$ cat src/rtl/dim_standby_pkg.sv
package dim_standby_pkg;
  typedef enum logic [1:0] {
    PS_RUN   = 2'd0,
    PS_HOLD  = 2'd1,
    PS_SLEEP = 2'd2
  } pwrState_t;

  // strobes from the sequencer to the delay timer
  typedef struct packed {
    logic clear;
    logic count;
  } timerCmd_t;
endpackage

$ cat src/rtl/dim_ref_path.sv
module dim_ref_path #(
  parameter int DIM_W        = 12,
  parameter int REF_W        = 8,
  parameter int KNEE_MV      = 250,
  parameter int FULL_MV      = 2500,
  parameter int GAIN_X2      = 25,
  parameter int LIM_OFS_MV   = 30,
  parameter int LIM_FLOOR_MV = 80
) (
  input  logic             clk,
  input  logic             rstN,
  input  logic [DIM_W-1:0] dimMv,
  output logic [REF_W-1:0] refMv,
  output logic [REF_W-1:0] limMv,
  output logic             openLoop
);
  localparam int SPAN_W = DIM_W + 2;

  logic             belowKnee;
  logic [DIM_W-1:0] clipped;
  logic [SPAN_W-1:0] spanX2;
  logic [SPAN_W-1:0] quot;
  logic [REF_W-1:0] refNext;
  logic [REF_W:0]   limSum;
  logic [REF_W-1:0] limNext;

  always_comb begin
    belowKnee = dimMv < DIM_W'(KNEE_MV);
    clipped   = (dimMv > DIM_W'(FULL_MV)) ? DIM_W'(FULL_MV) : dimMv;
    spanX2    = belowKnee ? '0
                          : {1'b0, (clipped - DIM_W'(KNEE_MV)), 1'b0};
    quot      = spanX2 / SPAN_W'(GAIN_X2);
    refNext   = quot[REF_W-1:0];
    limSum    = {1'b0, refNext} + (REF_W+1)'(LIM_OFS_MV);
    limNext   = (limSum < (REF_W+1)'(LIM_FLOOR_MV)) ? REF_W'(LIM_FLOOR_MV)
                                                     : limSum[REF_W-1:0];
  end

  always_ff @(posedge clk or negedge rstN) begin
    if (!rstN) begin
      refMv    <= '0;
      limMv    <= REF_W'(LIM_FLOOR_MV);
      openLoop <= 1'b1;
    end else begin
      refMv    <= refNext;
      limMv    <= limNext;
      openLoop <= belowKnee;
    end
  end
endmodule

$ cat src/rtl/hold_timer.sv
module hold_timer
  import dim_standby_pkg::*;
#(
  parameter int CLKS_PER_MS = 125000,
  parameter int DELAY_MS    = 10
) (
  input  logic      clk,
  input  logic      rstN,
  input  timerCmd_t cmd,
  output logic      done
);
  localparam int PRE_W = $clog2(CLKS_PER_MS + 1);
  localparam int MS_W  = $clog2(DELAY_MS + 1);

  logic [PRE_W-1:0] preCnt;
  logic [MS_W-1:0]  msCnt;
  logic             msTick;

  assign msTick = preCnt == PRE_W'(CLKS_PER_MS - 1);
  assign done   = cmd.count && msTick && (msCnt == MS_W'(DELAY_MS - 1));

  always_ff @(posedge clk or negedge rstN) begin
    if (!rstN) begin
      preCnt <= '0;
      msCnt  <= '0;
    end else if (cmd.clear) begin
      preCnt <= '0;
      msCnt  <= '0;
    end else if (cmd.count) begin
      if (msTick) begin
        preCnt <= '0;
        msCnt  <= msCnt + 1'b1;
      end else begin
        preCnt <= preCnt + 1'b1;
      end
    end
  end
endmodule

$ cat src/rtl/standby_seq.sv
module standby_seq
  import dim_standby_pkg::*;
#(
  parameter int DIM_W  = 12,
  parameter int ENA_MV = 75,
  parameter int DIS_MV = 100
) (
  input  logic             clk,
  input  logic             rstN,
  input  logic [DIM_W-1:0] dimMv,
  input  logic             tmrDone,
  output timerCmd_t        tmrCmd,
  output logic             drvEn,
  output logic             standby,
  output logic             restartReq
);
  pwrState_t state, nextState;
  logic belowEna, aboveDis;

  assign belowEna = dimMv < DIM_W'(ENA_MV);
  assign aboveDis = dimMv > DIM_W'(DIS_MV);

  always_comb begin
    nextState    = state;
    tmrCmd.clear = 1'b1;
    tmrCmd.count = 1'b0;
    unique case (state)
      PS_RUN:   if (belowEna) nextState = PS_HOLD;
      PS_HOLD: begin
        if (aboveDis) begin
          nextState = PS_RUN;
        end else begin
          tmrCmd.clear = 1'b0;
          tmrCmd.count = 1'b1;
          if (tmrDone) nextState = PS_SLEEP;
        end
      end
      PS_SLEEP: if (aboveDis) nextState = PS_RUN;
      default:  nextState = PS_SLEEP;
    endcase
  end

  always_ff @(posedge clk or negedge rstN) begin
    if (!rstN) begin
      state      <= PS_SLEEP;
      restartReq <= 1'b0;
    end else begin
      state      <= nextState;
      restartReq <= (state == PS_SLEEP) && aboveDis;
    end
  end

  assign drvEn   = state == PS_RUN;
  assign standby = state == PS_SLEEP;
endmodule

$ cat src/rtl/dim_standby_ctrl.sv
module dim_standby_ctrl
  import dim_standby_pkg::*;
#(
  parameter int DIM_W        = 12,
  parameter int REF_W        = 8,
  parameter int KNEE_MV      = 250,
  parameter int FULL_MV      = 2500,
  parameter int GAIN_X2      = 25,
  parameter int LIM_OFS_MV   = 30,
  parameter int LIM_FLOOR_MV = 80,
  parameter int ENA_MV       = 75,
  parameter int DIS_MV       = 100,
  parameter int CLKS_PER_MS  = 125000,
  parameter int DELAY_MS     = 10
) (
  input  logic             clk,
  input  logic             rstN,
  input  logic [DIM_W-1:0] dimMv,
  output logic [REF_W-1:0] refMv,
  output logic [REF_W-1:0] limMv,
  output logic             drvEn,
  output logic             openLoop,
  output logic             standby,
  output logic             restartReq
);
  timerCmd_t tmrCmd;
  logic      tmrDone;

  dim_ref_path #(
    .DIM_W(DIM_W), .REF_W(REF_W), .KNEE_MV(KNEE_MV), .FULL_MV(FULL_MV),
    .GAIN_X2(GAIN_X2), .LIM_OFS_MV(LIM_OFS_MV), .LIM_FLOOR_MV(LIM_FLOOR_MV)
  ) u_ref (
    .clk(clk), .rstN(rstN), .dimMv(dimMv),
    .refMv(refMv), .limMv(limMv), .openLoop(openLoop)
  );

  standby_seq #(
    .DIM_W(DIM_W), .ENA_MV(ENA_MV), .DIS_MV(DIS_MV)
  ) u_seq (
    .clk(clk), .rstN(rstN), .dimMv(dimMv), .tmrDone(tmrDone),
    .tmrCmd(tmrCmd), .drvEn(drvEn), .standby(standby),
    .restartReq(restartReq)
  );

  hold_timer #(
    .CLKS_PER_MS(CLKS_PER_MS), .DELAY_MS(DELAY_MS)
  ) u_tmr (
    .clk(clk), .rstN(rstN), .cmd(tmrCmd), .done(tmrDone)
  );
endmodule

$ cat config.mk
export PLATFORM = sky130hd
export DESIGN_NAME = dim_standby_ctrl
export DESIGN_NICKNAME = d
export VERILOG_FILES = /design/src/rtl/dim_standby_pkg.sv /design/src/rtl/dim_ref_path.sv /design/src/rtl/hold_timer.sv /design/src/rtl/standby_seq.sv /design/src/rtl/dim_standby_ctrl.sv
export SDC_FILE = /design/constraint.sdc
export NUM_CORES = 1
export LEC_CHECK = 0
export BUFFER_PORTS_ARGS = -buffer_cell sky130_fd_sc_hd__buf_2
export CAP_MARGIN = 10
export CORE_MARGIN = 1
export CORE_UTILIZATION = 40
export CTS_BUF_LIST = sky130_fd_sc_hd__clkbuf_16
export DETAILED_ROUTE_END_ITERATION = 12
export PLACE_DENSITY_LB_ADDON = 0.05
export SYNTH_ARGS = -nofsm -noshare
export SYNTH_HDL_FRONTEND = slang
export SYNTH_SLANG_ARGS = --single-unit
$ cat constraint.sdc
create_clock -name clk -period 2.9 [get_ports clk]
set_clock_uncertainty 0.15 [all_clocks]
set_input_delay 0.58 -clock clk [delete_from_list [all_inputs] [get_ports clk]]
set_output_delay 0.58 -clock clk [all_outputs]
set_load 0.03 [all_outputs]
==> run_results.csv, run 1 <==
group,metric,value,unit
status,status,"finished, violations left",
status,violations,"setup timing",
die,ios,34,
detailed_routing,drt_iter0_markers,229,
clock_tree,numCtsBuffers,5,
timing,drv_slew,0,
worst_setup_path,crit_cells,31,
worst_setup_path,crit_type,"in2reg",
global_route,grt_pass1_wl,23500,um
yosys,synth_fp_nets,534,
detailed_routing,wirelength,14500,um
clock_tree,clock_latency,280,ps
timing,layout_min_cycle_time,6520,ps
worst_setup_path,crit_path_end_kind,"register",
worst_setup_path,crit_path_max_fanout,7,
detailed_routing,detail_route.vias_per_cell,5.50,
detailed_routing,avgRoutedWirePerCell,16.0,um
place,place_hpwl,10800,um
yosys,yosysWarnings,0,
timing,hold_violations,0,
timing,finalCritPeriodShare,225,%
yosys,yosysUniqueCellTypes,91,
timing,tightest_slew,855,ps
place,place_area,5900,um2
finish,ff_latch_area,1030,um2
die,chipWidth,104,um
die,start_util,41.8,%
place,gp_congestion,0.891,
yosys,netlist_area,4130,um2
timing,setup_viol,14,
finish,finalNetCount,791,
yosys,yosys.area_share.simple,27.7,%
detailed_routing,vias,4980,
worst_setup_path,critPathTopFamily,"compound AO/OA/AOI/OAI gates",
finish,postLayoutCellArea,6900,um2
place,post-place-ws,-4000,ps
clock_tree,cts_tree,"done",
die,die-area,10700,um2
worst_setup_path,cp.required,2900,ps
yosys,synth_edf_count,0,
yosys,synth_top_family_by_area,"compound AO/OA/AOI/OAI gates",
pwr,p_total,5.43,mW
timing,rsz0062_at_grt,"yes",
yosys,synth_compound_area_share,30.7,%
yosys,ys_seq_elements,41,
run,drv_cap,0,
finish,drive_gt1_share,50.5,%
finish,area_delta_synth_final,67.2,%
timing,holdWs,259,ps
yosys,async_flop_share,100,%
pwr,vdd_drop_max,0.601,mV
worst_setup_path,rr_worst_depth,8,
clock_tree,clkSinkCount,41,
global_route,antenna_found_initial,0,
yosys,synth_xor_area_share,6.37,%
place,io_buffers,33,
clock_tree,ctsLongestPathBuffers,2,
worst_setup_path,path_buf_inv,6,
worst_setup_path,critPathLaunchType,"input port",
timing,worst_slack,-3620,ps
timing,max_slew_margin,43.0,%
clock_tree,clk_pin_slew_worst_paths,60,ps
worst_setup_path,crit_slowest_cell,"or3_4",
yosys,netlist_instances,514,
clock_tree,htree_levels,2,
timing,max_freq,153,MHz
place,place_inst,854,
finish,n_antenna_cell,0,
global_route,grt_pass1_vias,4920,
finish,multi_input_area,3380,um2
die,std_cell_rows,36,
detailed_routing,firstDrtPassIters,4,
pwr,power_density,786,nW/um2
finish,layout.cells.non_filler,905,
global_route,track_usage,26.7,%
yosys,synth_flop_cell,"dfrtp_1",
die,fp.coreArea,9860,um2
clock_tree,cts_root_buffer,"clkbuf_16",
detailed_routing,drc,0,
finish,fillers,784,
global_route,grt_max_degree,42,
yosys,synth_fa_ha_area_share,2.55,%
yosys,synthMuxAreaShare,3.46,%
pwr,leakage,3.06,nW
yosys,yosysSeqAreaShare,25.0,%
worst_hold_path,hp-class,"in2async",
global_route,grt_overflow_total,0,
worst_setup_path,crit_arrival,6510,ps
detailed_routing,ant_nets,0,
yosys,syn_area_per_cell,8.03,um2
worst_setup_path,critPathMaxStageDelay,400,ps
die,dieHeight,104,um
clock_tree,cts_hold_buf,0,
==> worst paths after layout <==
path | to | slack (ps) | startpoint
min in group clk | u_tmr.preCnt[0]$_DFFE_PN0P_ | 310 | u_tmr.preCnt[0]$_DFFE_PN0P_
max in group asynchronous | u_seq.state[0]$_DFFE_PN0P_ | 1800 | rstN
min reg2reg | u_tmr.preCnt[0]$_DFFE_PN0P_ | 310 | u_tmr.preCnt[0]$_DFFE_PN0P_
min | u_tmr.preCnt[12]$_DFFE_PN0P_ | 260 | rstN
max reg2reg | u_tmr.preCnt[16]$_DFFE_PN0P_ | 910 | u_tmr.preCnt[3]$_DFFE_PN0P_
max | u_ref.limMv[2]$_DFF_PN0_ | -3620 | dimMv[2]
==> what timing repair did <==
action	4_1_cts	5_1_grt
pin swaps	47	34
endpoints found under the hold margin	0	0
setup endpoints to repair	15	15
gates resized for setup	89	31
buffers inserted	35	14
==> flip-flops by register name (all words and copies together), names as in the netlist <==
register,count
u_tmr.msCnt,4
u_seq.restartReq,1
u_ref.refMv,8
u_ref.limMv,8
u_tmr.preCnt,17
u_ref.openLoop,1
u_seq.state,2
==> per-stage QoR <==
stage | utilization (%) | setup TNS, ps
after CTS | 68.0 | -38260
after global routing | 69.9 | -43250
after global placement | 59.8 | -44640
after floorplan | - | -42640
final | 69.9 | -40300
after detailed placement | 59.8 | -45390
==> kinds of logic after synthesis <==
kind of cell,count (synthesis)
AO/OA/AOI/OAI,163
adder cells (fa/ha/maj),9
buffers and inverters,39
AND/OR/NAND/NOR,220
multiplexers,12
flip-flops,41
XOR/XNOR,30
==> synth_stat cells, types with 7 or more instances <==
master | n | area [um2]
o21ai_0 | 21 | 105
nand3_1 | 28 | 140
inv_1 | 11 | 41.3
nand2_1 | 45 | 169
buf_2 | 10 | 50.1
a21o_1 | 7 | 52.6
xor2_1 | 13 | 114
o21ai_1 | 9 | 45.0
a31oi_1 | 8 | 50.1
a21oi_1 | 24 | 120
and2_1 | 7 | 43.8
nor3_1 | 11 | 55.1
or3_1 | 7 | 43.8
a211oi_1 | 14 | 105
nor2_1 | 67 | 251
clkbuf_1 | 11 | 41.3
dfrtp_1 | 37 | 926
xnor2_1 | 17 | 149
==> cell usage in the layout (no fill, tap or decap), types with 5 or more instances in the layout <==
master	n
clkbuf_16	5
nor2b_1	6
nor2_2	7
inv_1	10
nand4_1	6
nand2_1	40
nand2b_1	5
a211oi_1	11
a21o_1	6
and2_1	6
o211ai_1	6
buf_6	25
o21ai_1	8
nor2_1	60
xor2_1	12
xnor2_1	15
and3_1	6
o21ai_0	15
nor3_1	9
buf_4	222
a21oi_1	17
or3_1	5
dfrtp_1	37
a21oi_2	7
buf_2	26
a31oi_1	7
nand3_1	27
==> cell type report <==
| class | instances | area share (%) |
|---|---|---|
| Multi-Input combinational cell | 434 | 49.0 |
| Timing Repair Buffer | 276 | 30.8 |
| Sequential cell | 41 | 14.9 |
| Tap cell | 133 | 2.41 |
| Clock buffer | 5 | 1.81 |
| Inverter | 13 | 0.780 |
| Clock inverter | 3 | 0.199 |
==> worst reg2reg max path, stage by stage, from the launching register on <==
cell and delay [ps]:
dfrtp_1 430, and3_1 240, and3_1 220, nand3_1 100, nor2_1 200, and3_1 230
nand3_1 100, xor2_1 150, nor2_1 50
==> routing by layer <==
metal | GRT usage (%) | wire length, um | vias up
met5 | 0 | 0 | -
met4 | 9.32 | 363 | 0
met3 | 3.46 | 627 | 28
met2 | 46.9 | 7230 | 138
met1 | 33.4 | 6270 | 2358
li1 | - | - | 2456
==> report_power, final <==
group / switching [mW] / total [mW] / internal (mW)
clock network: 0.197 / 0.508 / 0.312
logic: 2.11 / 4.22 / 2.11
registers: 0.0223 / 0.700 / 0.678
Power figures use the tool's default switching activity.
==> inputs of run 2 (changes only) <==
CORE_UTILIZATION = 61   (was 40)
==> run 2 against run 1 <==
Net effect: the flow now stops in clock tree synthesis (4_1_cts); synthesized cell count unchanged; synthesized area did not move.
==> run_results.csv, run 2 <==
group,metric,value,unit
yosys,synth_top_area_share,22.4,%
clock_tree,htree_levels,2,
yosys,synth_most_common_cell,"nor2_1",
die,dieHeight,84.2,um
clock_tree,cts_root_buffer,"clkbuf_16",
status,error_line,"[ERROR DPL-0038] Utilization greater than 100%, impossible to legalize",
yosys,syn_area_per_cell,8.03,um2
die,std_cell_rows,29,
clock_tree,cts_setup_buffers,34,
clock_tree,clkSinkCount,41,
yosys,synth_edf_count,0,
yosys,synth_top_area_cell,"dfrtp_1",
yosys,yosysWarnings,0,
place,io_buffers,33,
status,lastStage,"clock tree synthesis (4_1_cts)",
clock_tree,cts_hold_buf,0,
yosys,ys_seq_elements,41,
die,chipWidth,84.2,um
clock_tree,post_cts_resized,96,
yosys,synth_flop_cell,"dfrtp_1",
place,place_hpwl,11100,um
yosys,synth_fp_nets,534,
yosys,yosysUniqueCellTypes,91,
yosys,ys_top_cells_by_count,"67 x nor2_1, 45 x nand2_1, 37 x dfrtp_1",
yosys,netlist_area,4130,um2
die,start_util,64.2,%
yosys,netlist_instances,514,
die,ios,34,
yosys,yosys-top-cells-area,"dfrtp_1 22%, nor2_1 6.1%, nand2_1 4.1%",
clock_tree,ctsLongestPathBuffers,2,
place,gp_congestion,1.03,
status,status,"aborted with a tool error",
yosys,yosysSeqAreaShare,25.0,%
yosys,async_flop_share,100,%
clock_tree,numCtsBuffers,5,
==> run 2: cell counts after synthesis <==
Identical to the previous run, type by type.
==> run 2: cell families after synthesis <==
logic type                 count (synthesis)  synth area share (%)
and+or+nand+nor                          220                  27.7
AOI/OAI and AO/OA                        163                  30.7
DFF                                       41                  25.0
buffers and inverters                     39                  4.28
xor gates and xnor gates                  30                  6.37
muxes                                     12                  3.46
adders and majority gates                  9                  2.55
==> run 2: through the flow <==
| step | cell area, um2 | util (%) | cells | TNS, ps | setup WS, ps |
|---|---|---|---|---|---|
| detailed placement | 5690 | 88.6 | 779 | -46110 | -4080 |
| floorplan | 4210 | - | 514 | -42640 | -3920 |
| global placement | 5690 | 88.6 | 779 | -43390 | -3810 |
==> inputs of run 3 (changes only) <==
CORE_UTILIZATION = 40   (was 61)
CTS_BUF_LIST = not set   (was sky130_fd_sc_hd__clkbuf_16)
PLACE_DENSITY_LB_ADDON = 0.15   (was 0.05)
==> run 3 against run 2 <==
Net effect: the flow now finishes, with violations (setup timing).
==> run_results.csv, run 3 (synthesized netlist as in run 1, its figures left out) <==
group,metric,value,unit
global_route,grt-busiest-layer,"met2",
detailed_routing,detail_route.vias_per_cell,5.63,
clock_tree,clock_latency,290,ps
timing,worst_slack,-3400,ps
global_route,grt_max_degree,42,
worst_setup_path,crit_slowest_cell,"or3_4",
clock_tree,htree_levels,2,
detailed_routing,firstDrtPassIters,8,
finish,finalNetCount,760,
worst_setup_path,critPathLaunchType,"input port",
worst_hold_path,hp-class,"in2async",
pwr,power_density,812,nW/um2
global_route,use_met2,46.2,%
place,io_buffers,33,
timing,max_slew_margin,43.0,%
global_route,grt_overflow_total,0,
status,status,"finished, violations left",
timing,finalCritPeriodShare,217,%
global_route,grt_pass1_vias,4896,
finish,largest_reg_flops,17,
die,fp.coreArea,9860,um2
status,violations,"setup timing",
detailed_routing,drc,0,
timing,drv_slew,0,
timing,setup_viol,14,
clock_tree,ctsLongestPathBuffers,2,
place,gp_congestion,0.945,
clock_tree,cts_tree,"done",
global_route,antenna_found_initial,1,
global_route,met3_usage,2.52,%
clock_tree,cts_root_buffer,"clkbuf_8",
timing,layout_min_cycle_time,6300,ps
die,start_util,41.8,%
finish,largestRegisters,"u_tmr.preCnt: 17 flops, u_ref.limMv: 8 flops, u_ref.refMv: 8 flops",
worst_setup_path,cpMostUsedCell,"a21oi_2",
timing,max_freq,159,MHz
worst_setup_path,crit_type,"in2reg",
global_route,track_usage,26.1,%
clock_tree,clkSinkCount,41,
finish,most-common-layout-cells,"189 x buf_4, 62 x nor2_1, 41 x nand2_1",
pwr,leakage,2.91,nW
detailed_routing,ant_nets,0,
timing,rsz0062_at_grt,"yes",
detailed_routing,drt_iter0_markers,267,
place,post-place-ws,-3880,ps
worst_setup_path,crit_path_max_fanout,6,
global_route,grt_pass1_wl,23200,um
finish,largest_register,"u_tmr.preCnt",
pwr,vdd_drop_max,0.560,mV
worst_setup_path,cp.required,2910,ps
place,place_hpwl,10600,um
timing,hold_violations,0,
timing,tightest_slew,854,ps
clock_tree,clk_pin_slew_worst_paths,80,ps
finish,drive_gt1_share,49.1,%
finish,final_common_cell,"buf_4",
clock_tree,numCtsBuffers,5,
finish,final_util,67.9,%
die,dieHeight,104,um
run,drv_cap,0,
global_route,grt_use_met1,32.6,%
detailed_routing,vias,4928,
detailed_routing,wirelength,14100,um
worst_setup_path,crit_path_end_kind,"register",
die,die-area,10700,um2
finish,area_delta_synth_final,62.3,%
die,std_cell_rows,36,
die,ios,34,
worst_setup_path,crit_arrival,6310,ps
worst_setup_path,critPathMaxStageDelay,400,ps
detailed_routing,avgRoutedWirePerCell,16.2,um
die,chipWidth,104,um
==> run 3: worst max-delay path: cells and delay by family <==
| family | cells | cell delay (ps) |
|---|---|---|
| and+or+nand+nor | 7 | 1270 |
| buffers and inverters | 5 | 480 |
| AOI/OAI and AO/OA | 13 | 2400 |
| adders and majority gates | 4 | 960 |
| muxes | 2 | 630 |
==> run 3: metrics by stage <==
step | hold WS (ps) | setup TNS (ps) | instance area, um2 | std cells | power [mW]
after floorplan | 134 | -42640 | 4210 | 514 | 2.58
after global placement | 298 | -42450 | 5750 | 836 | 3.94
after detailed placement | 308 | -43780 | 5750 | 836 | 3.98
after CTS | 284 | -36240 | 6460 | 871 | 5.24
after global routing | 314 | -40370 | 6700 | 875 | 5.79
final | 248 | -37720 | 6700 | 875 | 5.43
==> run 3: metal layers <==
| layer | vias to the layer above | wire length, um |
|---|---|---|
| li1 | 2377 | - |
| met1 | 2357 | 6120 |
| met2 | 149 | 7000 |
| met3 | 45 | 508 |
| met4 | 0 | 520 |
| met5 | - | 0 |
==> run 3: path summary, 6_finish.rpt <==
check,start,end,slack [ps],depth (start not counted)
worst max-delay path,dimMv[3],u_ref.limMv[2]$_DFF_PN0_,-3400,31
worst min-delay path,rstN,u_tmr.preCnt[13]$_DFFE_PN0P_,250,1
worst max register to register,u_tmr.preCnt[3]$_DFFE_PN0P_,u_tmr.preCnt[16]$_DFFE_PN0P_,920,8
worst min register to register,u_tmr.preCnt[0]$_DFFE_PN0P_,u_tmr.preCnt[0]$_DFFE_PN0P_,310,1
max in group asynchronous,rstN,u_ref.refMv[5]$_DFF_PN0_,1810,1
min in group clk,u_tmr.preCnt[0]$_DFFE_PN0P_,u_tmr.preCnt[0]$_DFFE_PN0P_,310,1
==> run 3: what timing repair did <==
action,CTS,global route
resized for setup,80,46
hold buffers,0,0
endpoints found under the setup margin,14,15
buffers inserted,32,8
pin swaps,40,29
==> run 3: cell type report <==
type,instances,area [um2]
multi-input combinational,434,3440
fill,789,3170
antenna,1,2.50
tap,133,166
sequential,41,1030
clock inverter,3,65.1
inverter,13,53.8
clock buffer,5,68.8
timing repair buffer,245,1870
==> run 3: where the power goes <==
part	total [mW]	switching (mW)	internal (mW)
logic	4.20	2.15	2.05
clock network	0.533	0.191	0.342
registers	0.700	0.0229	0.677
total	5.43	2.36	3.07
